--- config.mk ---
export PLATFORM = sky130hd
export DESIGN_NAME = useq_ctrl
export DESIGN_NICKNAME = d
export VERILOG_FILES = /design/src/rtl/useq_pkg.sv /design/src/rtl/useq_store.sv /design/src/rtl/useq_drv_dec.sv /design/src/rtl/useq_step_ctr.sv /design/src/rtl/useq_ctrl.sv
export SDC_FILE = /design/constraint.sdc
export NUM_CORES = 1
export LEC_CHECK = 0
export ABC_AREA = 0
export BUFFER_PORTS_ARGS = -buffer_cell sky130_fd_sc_hd__buf_4
export CAP_MARGIN = 20
export CORE_MARGIN = 1.5
export CORE_UTILIZATION = 42
export CTS_CLUSTER_SIZE = 14
export DETAILED_ROUTE_END_ITERATION = 7
export GPL_TIMING_DRIVEN = 1
export HOLD_SLACK_MARGIN = 0.06
export PLACE_DENSITY = 0.79
export REMOVE_ABC_BUFFERS = 1
export SYNTH_ARGS = -nofsm -noshare
export SYNTH_HDL_FRONTEND = slang
export SYNTH_SLANG_ARGS = --single-unit
export TNS_END_PERCENT = 30
--- constraint.sdc ---
create_clock -name clk -period 2.11 [get_ports clk]
set_input_delay 0.1055 -clock clk [delete_from_list [all_inputs] [get_ports clk]]
set_output_delay 0.1055 -clock clk [all_outputs]
set_load 0.01 [all_outputs]
--- src/rtl/useq_pkg.sv ---
package useq_pkg;

    localparam int CTL_W  = 32;
    localparam int OP_W   = 8;
    localparam int STEP_W = 4;
    localparam int DRV_N  = 3;

    // line positions inside the control word (active low)
    localparam int B_PC_INC   = 0;
    localparam int B_MEM_OUT  = 1;
    localparam int B_IR_LOAD  = 2;
    localparam int B_A_LOAD   = 3;
    localparam int B_U_LOAD   = 4;
    localparam int B_V_LOAD   = 5;
    localparam int B_U_OUT    = 6;
    localparam int B_V_OUT    = 7;
    localparam int B_A_OUT    = 8;
    localparam int B_DRV_LO   = 10;
    localparam int DRV_CODE_W = 2;
    localparam int B_STEP_RST = 12;

    typedef enum logic [DRV_CODE_W-1:0] {
        DRV_ALU  = 2'b00,
        DRV_AHI  = 2'b01,
        DRV_DHI  = 2'b10,
        DRV_NONE = 2'b11
    } drv_code_e;

    // number of occupied steps (fetch included) for an opcode
    function automatic int unsigned uc_len(input logic [OP_W-1:0] op);
        int unsigned n;
        n = 1;
        if (op == 8'h40) n = 3;
        else if (op inside {8'h10, 8'h11, 8'h12, 8'h13, 8'h20, 8'h21, 8'h22}) n = 2;
        return n;
    endfunction

    // microcode entry: start from an idle-high word and pull lines low
    function automatic logic [CTL_W-1:0] uc_entry(input logic [OP_W-1:0] op,
                                                  input logic [STEP_W-1:0] stp);
        logic [CTL_W-1:0] w;
        w = '1;
        if (stp == '0) begin
            w[B_PC_INC]  = 1'b0;
            w[B_MEM_OUT] = 1'b0;
            w[B_IR_LOAD] = 1'b0;
        end else if (32'(stp) == uc_len(op)) begin
            w[B_STEP_RST] = 1'b0;
        end else if (stp == STEP_W'(1)) begin
            case (op)
                8'h40: begin w[B_MEM_OUT] = 1'b0; w[B_A_LOAD] = 1'b0; end
                8'h10: begin w[B_A_OUT] = 1'b0; w[B_U_LOAD] = 1'b0; end
                8'h11: begin w[B_A_OUT] = 1'b0; w[B_V_LOAD] = 1'b0; end
                8'h12: begin w[B_U_OUT] = 1'b0; w[B_A_LOAD] = 1'b0; end
                8'h13: begin w[B_V_OUT] = 1'b0; w[B_A_LOAD] = 1'b0; end
                8'h20: begin w[B_DRV_LO +: DRV_CODE_W] = DRV_ALU; w[B_A_LOAD] = 1'b0; end
                8'h21: begin w[B_DRV_LO +: DRV_CODE_W] = DRV_AHI; w[B_U_LOAD] = 1'b0; end
                8'h22: begin w[B_DRV_LO +: DRV_CODE_W] = DRV_DHI; w[B_V_LOAD] = 1'b0; end
                default: ;
            endcase
        end else if (stp == STEP_W'(2) && op == 8'h40) begin
            w[B_PC_INC] = 1'b0;
        end
        return w;
    endfunction

endpackage

--- src/rtl/useq_store.sv ---
module useq_store
    import useq_pkg::*;
#(
    parameter int W_OP   = OP_W,
    parameter int W_STEP = STEP_W,
    parameter int W_CTL  = CTL_W
) (
    input  logic [W_OP-1:0]   op,
    input  logic [W_STEP-1:0] stp,
    output logic [W_CTL-1:0]  word
);

    always_comb begin
        word = uc_entry(op, stp);
    end

endmodule

--- src/rtl/useq_drv_dec.sv ---
module useq_drv_dec #(
    parameter int N_DRV = 3,
    localparam int CODE_W = $clog2(N_DRV + 1)
) (
    input  logic [CODE_W-1:0] code,
    output logic [N_DRV-1:0]  en
);

    for (genvar i = 0; i < N_DRV; i++) begin : g_dec
        assign en[i] = (code == CODE_W'(i));
    end

endmodule

--- src/rtl/useq_step_ctr.sv ---
module useq_step_ctr #(
    parameter int W_STEP = 4
) (
    input  logic              clk,
    input  logic              rst_n,
    input  logic              end_next,
    output logic [W_STEP-1:0] step_q
);

    typedef enum logic {MV_ADVANCE, MV_RESTART} move_e;

    move_e             move;
    logic [W_STEP-1:0] step_d;

    always_comb begin
        move = end_next ? MV_RESTART : MV_ADVANCE;
        unique case (move)
            MV_ADVANCE: step_d = step_q + 1'b1;
            MV_RESTART: step_d = '0;
        endcase
    end

    always_ff @(posedge clk or negedge rst_n) begin
        if (!rst_n) step_q <= '0;
        else        step_q <= step_d;
    end

    // a non-zero step can only be reached by advancing from the one below
    p_step_advance_r4: assert property (@(posedge clk) disable iff (!rst_n)
        (step_q != '0) |-> (step_q == $past(step_q) + 1'b1));

endmodule

--- src/rtl/useq_ctrl.sv ---
module useq_ctrl
    import useq_pkg::*;
(
    input  logic              clk,
    input  logic              rst_n,
    input  logic [OP_W-1:0]   ir_byte,
    output logic [CTL_W-1:0]  ctl_n,
    output logic [DRV_N-1:0]  drv_sel,
    output logic [STEP_W-1:0] step
);

    logic [CTL_W-1:0]  cur_word;
    logic [CTL_W-1:0]  ahead_word;
    logic [STEP_W-1:0] step_ahead;

    assign step_ahead = step + 1'b1;

    useq_step_ctr #(.W_STEP(STEP_W)) i_ctr (
        .clk      (clk),
        .rst_n    (rst_n),
        .end_next (~ahead_word[B_STEP_RST]),
        .step_q   (step)
    );

    useq_store #(.W_OP(OP_W), .W_STEP(STEP_W), .W_CTL(CTL_W)) i_cur (
        .op   (ir_byte),
        .stp  (step),
        .word (cur_word)
    );

    useq_store #(.W_OP(OP_W), .W_STEP(STEP_W), .W_CTL(CTL_W)) i_ahead (
        .op   (ir_byte),
        .stp  (step_ahead),
        .word (ahead_word)
    );

    useq_drv_dec #(.N_DRV(DRV_N)) i_dec (
        .code (ctl_n[B_DRV_LO +: DRV_CODE_W]),
        .en   (drv_sel)
    );

    always_comb begin
        ctl_n = cur_word;
    end

    // never more than one bus driver
    p_drv_onehot_r6: assert property (@(posedge clk) disable iff (!rst_n)
        $onehot0(drv_sel));

    // the final entry is never presented on the lines
    p_end_hidden_r5: assert property (@(posedge clk) disable iff (!rst_n)
        ctl_n[B_STEP_RST]);

    // step 0 always presents the fetch lines
    p_fetch_word_r3: assert property (@(posedge clk) disable iff (!rst_n)
        (step == '0) |-> (ctl_n[2:0] == 3'b000));

endmodule

* After elaboration in Yosys (flattened, before gate mapping)
Index checks and enable logic that the tools add are counted.
** Operators by class
- $lt $le $gt $ge :: 0
- Add/sub/neg operators :: 1
- Mux-type cells :: 31
- Multipliers :: 0
- Shift operators :: 0
- Div/mod/pow operators :: 0
- Bitwise logic cells :: 0
- Eq/ne operators :: 15
- Reduce and logical (&&, ||, !) cells :: 9
** Operators by type and width (count)
- two-way mux 32 bit :: 3
- == test 4 x 32 -> 1 bit :: 2
- == test 8 x 5 -> 1 bit, second input constant :: 4
- == test 8 x 6 -> 1 bit, second input constant :: 3
- two-way mux 6 bit :: 3
- two-way mux 1 bit :: 14
- two-way mux 2 bit :: 7
- == test 4 x 1 -> 1 bit, second input constant :: 2
- == test 8 x 7 -> 1 bit, second input constant :: 1
- zero test 4 bit :: 2
- case mux 4 bit (2 select lines) :: 1
- nonzero test 7 bit :: 1
- two-way mux 3 bit :: 2
- case mux 2 bit (3 select lines) :: 1
- OR reduction 2 bit :: 3
- adder 4 x 1 -> 4 bit, second input constant :: 1
- == test 4 x 2 -> 1 bit, second input constant :: 1
- OR reduction 4 bit :: 1
- == test 2 x 1 -> 1 bit, second input constant :: 1
- == test 2 bit, second input constant :: 1
- zero test 2 bit :: 1
- logical AND 1 bit :: 1
** Word-level totals
- Output and inout bits :: 39
- Memories :: 0
- Bits in writable memories :: 0
- Bits in latches :: 0
- Memory bits (read-only) :: 0
- Input port bits :: 10
- Word-level logic and storage cells :: 57
- Register bits after elaboration :: 4

* Longest topological paths before layout
Gate-level depths: netlist of run 1.
- Word-level depth :: 10
- Mapped depth :: 6

* Modules after synthesis
From an unflattened synthesis of run 1, not the netlist that was laid out.
** Second synthesis, totals
- Cell total of the unflattened synthesis :: 144
- Area total of the unflattened synthesis :: 1109.8 µm²
** Modules (own cells, without submodules)
- useq_store :: area an instance 436.7 µm², cells an instance 61, sequential area each 0.0 µm², instances 2
- useq_step_ctr :: area an instance 170.2 µm², cells an instance 13, sequential area each 100.1 µm², instances 1
- useq_ctrl :: area an instance 47.5 µm², cells an instance 6, sequential area each 0.0 µm², instances 1
- useq_drv_dec :: area an instance 18.8 µm², cells an instance 3, sequential area each 0.0 µm², instances 1

* Worst setup path after synthesis of run 1
No wires, ideal clock.
- Kind :: flip-flop to output port
- From :: register i_ctr.step_q[0]
- To :: output drv_sel[0]
- Setup slack :: 0.068 ns
- Required time :: 2.004 ns
- Stages on the path, launching flop included :: 7
- Arrival time :: 1.937 ns
- Cell sequence :: dfrtp_1 inv_1 ha_1 nor3_1 nand3_1 or3_1 nor4_1
** On the way
- Word-level cells in the longest chain between the ends :: 5
- Elaborated cells on any way between the ends :: 7
- Those cells by class :: eq/ne: 2; mux: 3; reduce/logical: 2
** RTL lines
- from (decl) :: line useq_step_ctr.sv:7 : output logic [W_STEP-1:0] step_q
- from (signal assigned) :: line useq_step_ctr.sv:25 : else step_q <= step_d;
- == test 4 x 1 -> 1 bit :: line useq_pkg.sv:49 : end else if (stp == STEP_W'(1)) begin
- two-way mux 2 bit :: line useq_pkg.sv:49
- two-way mux 2 bit :: line useq_pkg.sv:47 : end else if (32'(stp) == uc_len(op)) begin
- two-way mux 3 bit * :: line useq_pkg.sv:43 : if (stp == '0) begin
- zero test 2 bit * :: line useq_drv_dec.sv:10 : assign en[i] = (code == CODE_W'(i));
- to (decl) :: line useq_ctrl.sv:8 : output logic [DRV_N-1:0] drv_sel,
Mark *: on every way between the ends. The rest lies on a longest branch, timed or not.

* Worst setup path after layout of run 1
- From :: register i_ctr.step_q[0]
- To :: output ctl_n[8]
** On the way
- Word-level cells in the longest chain between the ends :: 4
- Elaborated cells on any way between the ends :: 6
- Those cells by class :: eq/ne: 2; mux: 3; reduce/logical: 1
** RTL lines
- == test 4 x 1 -> 1 bit :: line useq_pkg.sv:49
- two-way mux 6 bit :: line useq_pkg.sv:49
- two-way mux 6 bit :: line useq_pkg.sv:47
- two-way mux 6 bit * :: line useq_pkg.sv:43
- to (decl) :: line useq_ctrl.sv:7 : output logic [CTL_W-1:0] ctl_n,
Marked as above.

==> results.toml, run 1 <==
[cells_and_area]
multi_input_area_um2 = 583
seqCellArea_um2 = 100
nNetsFinal = 159
stdcell_area_um2 = 1050
num-fill-cells = 163
largest_reg_flops = 4
reg.largest.list = "i_ctr.step_q (4)"
n_antenna_cell = 0
largest_register = "i_ctr.step_q"
synthToLayoutAreaGrowth_pct = 34.6
fin_util = 0.607
drive_above_1_share = 0.352

[yosys]
syn_inst = 104
synth_edf_count = 0
synth_top_family_by_area = "simple AND/OR/NAND/NOR gates"
async_reset_ff_frac = 1.00
synthMuxAreaShare = 0.0145
synth_seq_cells = 4
syn_area_um2 = 778
synth_cell_types = 38
synth.avg_cell_area_um2 = 7.48
yosys_warnings = 0
synthXorXnorAreaFrac = 0.0450
synthFlopType = "dfrtp_1"
ys_seq_area_frac = 0.129
yosys.area_share.simple = 0.344
synthAdderAreaFrac = 0.0804
synth-compound-area-share = 0.141

[timing]
skew_ns = 0.00334
finalSetupViolCount = 2
finalHoldViolCount = 0
fmax_mhz = 466
rsz0062_at_grt = "yes"
setup_ws_ns = -0.0375
fin_crit_ns = 2.15
period_share = 1.02
slew_violations = 0

[flow_run]
cap_viol_max_count = 0

[setup_path]
critPathKind = "flop to primary output"
worst-path-buf-inv = 2
crit_fanout = 4
critical_path.top_delay_family = "simple AND/OR/NAND/NOR gates"
slowest_delay_ns = 0.51
crit_slowest_cell = "or4_1"
path_common_cell = "buf_4"
startpoint_type = "flop"
cp-end-kind = "primary output"
critPathRequiredTime_ns = 2.00
cp_cell_sequence = "buf_4 > nor3_1 > a22o_1 > a311o_1 > or4_1 > buf_4"
crit_arrival_ns = 2.04

[clock_tree]
numCtsBuffers = 3
cts_htree_levels = 1
cts_root_buf = "clkbuf_4"
clk_pin_slew_worst_paths_ns = 0.04
clk_latency_ns = 0.24
cts_tree = "yes"
clockBufferDepth = 2
cts_sinks = 4

[die]
row_count = 15
die_area_um2 = 2120
die_h_um = 46.0
start_util = 0.451
dieWidth_um = 46.0
core_region_area_um2 = 1730
io_pins = 49

[routing]
first_pass_iters = 4
drt_iter0_drc = 15
routedWlPerCell_um = 11.4
wl_um = 1910
vias_per_cell = 4.96
num_vias = 829
antenna_left = 0
route.detailed.drc = 0

[placement]
place.gp.congestion = 0.756
port_buffers = 28
place_area_um2 = 967
dp_hpwl_um = 1400

[power]
p_leak_nw = 0.491
ir_worst_vdd_uv = 447
power_density_nw_per_um2 = 923

[grt]
grt_max_degree = 12
grt-ovfl-total = 0
top_usage_layer = "met2"
gr-usage-met1 = 0.222
met3_usage = 0.0119
grtUsageMet2 = 0.311
grt_pass1_wl_um = 2760
grt_pass1_vias = 668
grt_use_total = 0.175
antenna_found_initial = 0

[worst_hold_path]
hold_path.class = "input port to async pin"

[run_status]
violations = "negative setup slack"
status = "finished, violations left"
==> area by class of cell <==
type	count	share of cell area
well taps	25	0.0299
multi-input cells	92	0.557
flip-flops and latches	4	0.0956
repair buffers	38	0.278
clock buffers	3	0.0215
inverters	5	0.0179
==> cell usage after synthesis (all sizes together), types with 2 or more instances <==
library cell,number,area [um^2]
buf,22,169
nand2,9,33.8
nor2,8,30.0
a31oi,5,31.3
ha,5,62.6
inv,5,18.8
nor3,5,30.0
dfrtp,4,100
nand3,4,20.0
a21oi,3,15.0
and2,3,18.8
nor2b,3,18.8
xor2,3,26.3
nor3b,2,15.0
or2,2,12.5
or4,2,15.0
==> repair_timing <==
| item | in CTS | in global routing |
|---|---|---|
| pin swaps | 2 | 2 |
| resized for setup | 2 | 5 |
| setup buffers | 1 | 2 |
| setup endpoints to repair | 5 | 9 |
| hold buffers | 1 | 0 |
| hold endpoints to repair | 4 | 0 |
==> cells by family (layout without fill, tap and decap cells) <==
logic type,after synthesis,after routing
AOI/OAI and AO/OA,16,16
xor gates and xnor gates,4,4
other,1,20
and+or+nand+nor,46,46
adders and majority gates,5,5
buffers and inverters,27,46
DFF,4,4
muxes,1,1
==> through the flow <==
step / power, mW / hold slack, ns / TNS [ns] / std cells / setup WS (ns)
3_5_place_dp: 0.805 / -0.0982 / 0 / 160 / 0.0566
3_3_place_gp: 0.791 / -0.0995 / 0 / 160 / 0.121
5_1_grt: 1.05 / 0.206 / -0.860 / 167 / -0.129
2_1_floorplan: 0.532 / -0.190 / 0 / 101 / 0.0678
6_report: 0.967 / 0.200 / -0.0740 / 167 / -0.0375
4_1_cts: 0.917 / 0.196 / 0 / 165 / 0.00385
==> routing by layer <==
| layer | vias up | routed length, um |
|---|---|---|
| met5 | - | 0 |
| met4 | 0 | 0 |
| met1 | 391 | 785 |
| met3 | 0 | 108 |
| met2 | 34 | 1010 |
| li1 | 404 | - |
==> layout by cell type, fill, tap and decap left out, types with 2 or more instances in the layout <==
| cell type | Yosys | routed |
|---|---|---|
| nor2b_1 | 3 | 3 |
| clkbuf_4 | 0 | 3 |
| xor2_1 | 3 | 3 |
| nor2_1 | 8 | 8 |
| buf_4 | 21 | 36 |
| nor3_1 | 4 | 3 |
| ha_1 | 5 | 4 |
| nand3_1 | 4 | 4 |
| dfrtp_1 | 4 | 4 |
| and2_1 | 3 | 3 |
| nand2_1 | 9 | 9 |
| nor3b_1 | 2 | 2 |
| a31oi_1 | 5 | 5 |
| inv_1 | 5 | 4 |
| nor3_2 | 1 | 2 |
| a21oi_1 | 3 | 2 |
| conb_1 | 1 | 20 |
==> worst paths after layout <==
kind	startpoint	to	slack, ns	cells past startpoint
max in group asynchronous	rst_n	i_ctr.step_q[2]	1.81	2
min in group clk	ir_byte[2]	i_ctr.step_q[1]	0.24	3
hold reg to reg	i_ctr.step_q[2]	i_ctr.step_q[2]	0.61	1
hold / removal	rst_n	i_ctr.step_q[1]	0.20	2
setup reg to reg	i_ctr.step_q[0]	i_ctr.step_q[1]	0.52	7
setup / recovery	i_ctr.step_q[0]	ctl_n[8]	-0.04	6
==> where the power goes <==
| group | total (mW) | internal, mW | leakage [nW] | switching [mW] |
|---|---|---|---|---|
| clock network | 0.0956 | 0.0637 | 0.0138 | 0.0319 |
| registers | 0.182 | 0.120 | 0.0470 | 0.0619 |
| logic | 0.690 | 0.333 | 0.430 | 0.357 |
(Power assumes the default switching activity.)
==> inputs of run 2 (changes only) <==
- CORE_UTILIZATION: 42 -> 44
- CTS_BUF_LIST: default -> sky130_fd_sc_hd__clkbuf_8
- PLACE_DENSITY: 0.79 -> 0.82
==> run 2 against run 1 <==
Clock skew decreased by 0.00062 ns. The run now ends clean. Maximum frequency increased by 4.8%. Highest routed layer is now met4. Final cell count decreased by 5.4%. Core utilization increased by 1.5 points. Largest power group unchanged. Die area decreased by 4.3%.
==> results.toml, run 2 (synthesis results as in run 1) <==
[setup_path]
crit_slowest_cell = "or4_1"
slowest_delay_ns = 0.41
critPathRequiredTime_ns = 2.00
path_common_cell = "buf_4"
crit_fanout = 5
critPathKind = "flop to primary output"
cp-end-kind = "primary output"
crit_arrival_ns = 1.94
cp_cell_sequence = "buf_4 > buf_4 > nand2_2 > nor2_1 > a311o_1 > or4_1 > buf_4"
startpoint_type = "flop"

[cells_and_area]
final_common_cell = "buf_4"
fin_util = 0.621
largest_register = "i_ctr.step_q"
stdcell_count = 158
reg.largest.list = "i_ctr.step_q (4)"
num-fill-cells = 148
final_cell_mix = "buf_4 (36), conb_1 (20), nor2_1 (8), nand2_1 (8)"
largest_reg_flops = 4
n_antenna_cell = 0
seqCellArea_um2 = 100
multi_input_area_um2 = 588
drive_above_1_share = 0.340
synthToLayoutAreaGrowth_pct = 34.9
nNetsFinal = 158

[power]
p_leak_nw = 0.494
p_total_mw = 1.04
ir_worst_vdd_uv = 561
power_density_nw_per_um2 = 994

[timing]
period_share = 0.971
rsz0062_at_grt = "yes"
finalSetupViolCount = 0
skew_ns = 0.00272
setup_ws_ns = 0.0615
finalHoldViolCount = 0
fmax_mhz = 488
tns_ns = 0
fin_crit_ns = 2.05
slew_violations = 0

[die]
die_area_um2 = 2030
io_pins = 49
row_count = 15
core_region_area_um2 = 1690
dieWidth_um = 45.1
die_h_um = 45.1
start_util = 0.461

[routing]
drt_iter0_drc = 18
first_pass_iters = 4
num_vias = 810
vias_per_cell = 5.13
route.detailed.drc = 0
antenna_left = 0
routedWlPerCell_um = 11.7
wl_um = 1850

[clock_tree]
clk_latency_ns = 0.22
clockBufferDepth = 2
cts_htree_levels = 1
cts_root_buf = "clkbuf_8"
cts_sinks = 4
cts_tree = "yes"
clk_pin_slew_worst_paths_ns = 0.03
numCtsBuffers = 3

[grt]
grt_max_degree = 12
grt-ovfl-total = 0
met3_usage = 0.0240
gr-usage-met1 = 0.237
grt_pass1_vias = 671
top_usage_layer = "met2"
antenna_found_initial = 0
grt_pass1_wl_um = 2790
grt_use_total = 0.180
grtUsageMet2 = 0.300

[run_status]
status = "completed"

[placement]
port_buffers = 28
place.gp.congestion = 0.791
dp_hpwl_um = 1410
preCtsSetupSlack_ns = 0.0506
placedCellCount = 152

[flow_run]
cap_viol_max_count = 0

[worst_hold_path]
hold_path.class = "input port to async pin"
## run 2: changes by cell type in the layout (fill, tap and decap cells not counted), sizes merged
cell  previous run  this run
buf             37        36
## run 2: worst paths after layout
path | startpoint | endpoint | cells past startpoint | slack (ns)
setup / recovery | i_ctr.step_q[0] | ctl_n[4] | 7 | 0.06
setup reg to reg | i_ctr.step_q[0] | i_ctr.step_q[1] | 6 | 0.70
min in group clk | ir_byte[2] | i_ctr.step_q[1] | 3 | 0.27
hold / removal | rst_n | i_ctr.step_q[1] | 2 | 0.23
max in group asynchronous | rst_n | i_ctr.step_q[2] | 2 | 1.77
hold reg to reg | i_ctr.step_q[2] | i_ctr.step_q[2] | 1 | 0.66
## run 2: area by class of cell
type / instances / area share
multi-input cells: 92 / 0.560
clock buffers: 3 / 0.0393
well taps: 17 / 0.0203
repair buffers: 37 / 0.267
flip-flops and latches: 4 / 0.0954
inverters: 5 / 0.0179
## run 2: what timing repair did
action / in CTS / in global routing
hold buffers: 1 / 0
endpoints found under the setup margin: 4 / 7
pin swaps: 3 / 5
setup buffers: 1 / 1
hold endpoints to repair: 4 / 0
resized for setup: 2 / 4
## run 2: metrics by stage
step	cell area [um^2]	hold slack, ns
floorplan	681	-0.190
global placement	957	-0.0991
detailed placement	957	-0.0959
CTS	1020	0.246
global route	1050	0.229
finish	1050	0.230
## run 2: layer usage
metal,wire [um],up-vias,part of all wire
met4,35,0,0.019
met5,0,-,0
met1,788,367,0.43
met2,914,39,0.49
li1,-,400,-
met3,111,4,0.060
## run 2: critical path: cells and delay by family (launching register included)
| family | cells | cell delay, ns |
|---|---|---|
| AND/OR/NAND/NOR | 3 | 0.52 |
| buffers and inverters | 3 | 0.46 |
| flip-flops | 1 | 0.39 |
| AO/OA/AOI/OAI | 1 | 0.35 |
## run 2: power by group
part	internal (mW)	switching [mW]	leakage, nW
Sequential	0.120	0.0669	0.0470
Combinational	0.338	0.359	0.426
Clock	0.121	0.0377	0.0216
==> inputs of run 3 (changes only) <==
- PLACE_DENSITY: 0.82 -> default
- PLACE_DENSITY_LB_ADDON: default -> 0.25
- SLEW_MARGIN: default -> 30
==> run 3 against run 2 <==
Routed wire length shrank 6.1%. Core utilization grew 1.1 points. Maximum frequency rose by 0.18%. Clock power increased by 3%. Sequential power is 9% lower. Setup slack improved by 0.0036 ns. Worst hold slack got worse by 0.0092 ns. Final cell count up 1.3%. Count of clock-buffer cells in the layout unchanged. Critical endpoint is now ctl_n[8]. Largest cell class unchanged.
==> results.toml, run 3 (synthesis results as in run 1) <==
[clock_tree]
cts_root_buf = "clkbuf_8"
cts_htree_levels = 1
clockBufferDepth = 2
cts_sinks = 4
clk_latency_ns = 0.22
cts_tree = "yes"
numCtsBuffers = 3
clk_pin_slew_worst_paths_ns = 0.03

[cells_and_area]
synthToLayoutAreaGrowth_pct = 37.3
largest_reg_flops = 4
largest_register = "i_ctr.step_q"
drive_above_1_share = 0.350
reg.largest.list = "i_ctr.step_q (4)"
multi_input_area_um2 = 592
final_common_cell = "buf_4"
final_cell_mix = "buf_4 (38), conb_1 (20), nand2_1 (9)"
n_antenna_cell = 0
nNetsFinal = 160
num-fill-cells = 148
seqCellArea_um2 = 100

[routing]
num_vias = 791
vias_per_cell = 4.94
first_pass_iters = 6
routedWlPerCell_um = 10.9
route.detailed.drc = 0
antenna_left = 0
drt_iter0_drc = 7
wl_um = 1740

[setup_path]
crit_arrival_ns = 1.94
timing.rr.start = "i_ctr.step_q[0]"
critPathRequiredTime_ns = 2.00
r2r_cells = 7
reg2reg_to = "i_ctr.step_q[1]"
r2r_slack_ns = 0.55
critPathKind = "flop to primary output"
startpoint_type = "flop"
crit_fanout = 4
cp-end-kind = "primary output"

[power]
p_total_mw = 1.06
p_leak_nw = 0.506
power_density_nw_per_um2 = 990
ir_worst_vdd_uv = 488

[grt]
grt_pass1_vias = 627
grt-ovfl-total = 0
grt_max_degree = 12
antenna_found_initial = 0
grt_use_total = 0.186
grt_pass1_wl_um = 2680

[placement]
dp_hpwl_um = 1320
port_buffers = 28
preCtsSetupSlack_ns = 0.0796
place.gp.congestion = 0.822

[timing]
finalSetupViolCount = 0
period_share = 0.969
fin_crit_ns = 2.04
finalHoldViolCount = 0
slew_violations = 0
setup_ws_ns = 0.0652
rsz0062_at_grt = "yes"
skew_ns = 0.000378
fmax_mhz = 489

[die]
row_count = 15
die_h_um = 45.1
dieWidth_um = 45.1
io_pins = 49
die_area_um2 = 2030
start_util = 0.461
core_region_area_um2 = 1690

[flow_run]
cap_viol_max_count = 0

[run_status]
status = "completed"

[worst_hold_path]
hold_path.class = "input port to async pin"
## run 3: changes by cell type in the layout (fill, tap and decap cells not counted)
cell	previous run	this run
nor4_1	1	0
buf_4	36	38
nor3_2	2	1
nor4_2	0	1
or3_4	0	1
nand2_2	1	0
nor3_1	2	3
or3_1	1	0
nand2_1	8	9
## run 3: worst max-delay path: stages, from the launching register on
cell and delay (ns):
dfrtp_1 0.40, buf_4 0.16, a22o_1 0.22, a311o_1 0.29, or4_1 0.50, buf_4 0.15
## run 3: what timing repair did
item / 4_1_cts / 5_1_grt
hold buffers: 1 / 0
setup buffers: 0 / 1
endpoints found under the hold margin: 4 / 0
endpoints found under the setup margin: 6 / 8
pin swaps: 1 / 0
resized for setup: 2 / 4
## run 3: metrics by stage
stage / TNS (ns) / hold WS [ns] / util / instance area [um^2] / instances
finish: 0 / 0.220 / 0.633 / 1070 / 160
global route: -0.105 / 0.248 / 0.633 / 1070 / 160
CTS: 0 / 0.218 / 0.616 / 1040 / 159
detailed placement: 0 / -0.0975 / 0.580 / 980 / 155
global placement: 0 / -0.0979 / 0.580 / 980 / 155
floorplan: 0 / -0.190 / - / 681 / 101
## run 3: cell type report
cell class,instances,share of cell area
Tap cell,17,0.0199
Multi-Input combinational cell,92,0.554
Sequential cell,4,0.0937
Timing Repair Buffer,39,0.276
Inverter,5,0.0176
Clock buffer,3,0.0386
## run 3: layer usage
| metal | global-route usage | vias to the layer above | share of wire |
|---|---|---|---|
| li1 | - | 404 | - |
| met1 | 0.232 | 355 | 0.46 |
| met2 | 0.289 | 30 | 0.48 |
| met3 | 0.0480 | 2 | 0.052 |
| met4 | 0.106 | 0 | 0.011 |
| met5 | 0 | - | 0 |
## run 3: worst max path at each step
stage / cells past startpoint / from / slack [ns] / to
final: 5 / i_ctr.step_q[0] / 0.07 / ctl_n[8]
after global routing: 6 / i_ctr.step_q[0] / -0.04 / ctl_n[8]
after CTS: 7 / i_ctr.step_q[0] / 0.01 / ctl_n[10]
after detailed placement: 7 / ir_byte[1] / 0.08 / ctl_n[8]
after global placement: 7 / ir_byte[1] / 0.12 / ctl_n[4]
after floorplan: 6 / i_ctr.step_q[0] / 0.07 / drv_sel[0]
## run 3: where the power goes
group / internal, mW / switching, mW
clock network: 0.122 / 0.0422
registers: 0.120 / 0.0508
logic: 0.358 / 0.364
total: 0.600 / 0.457
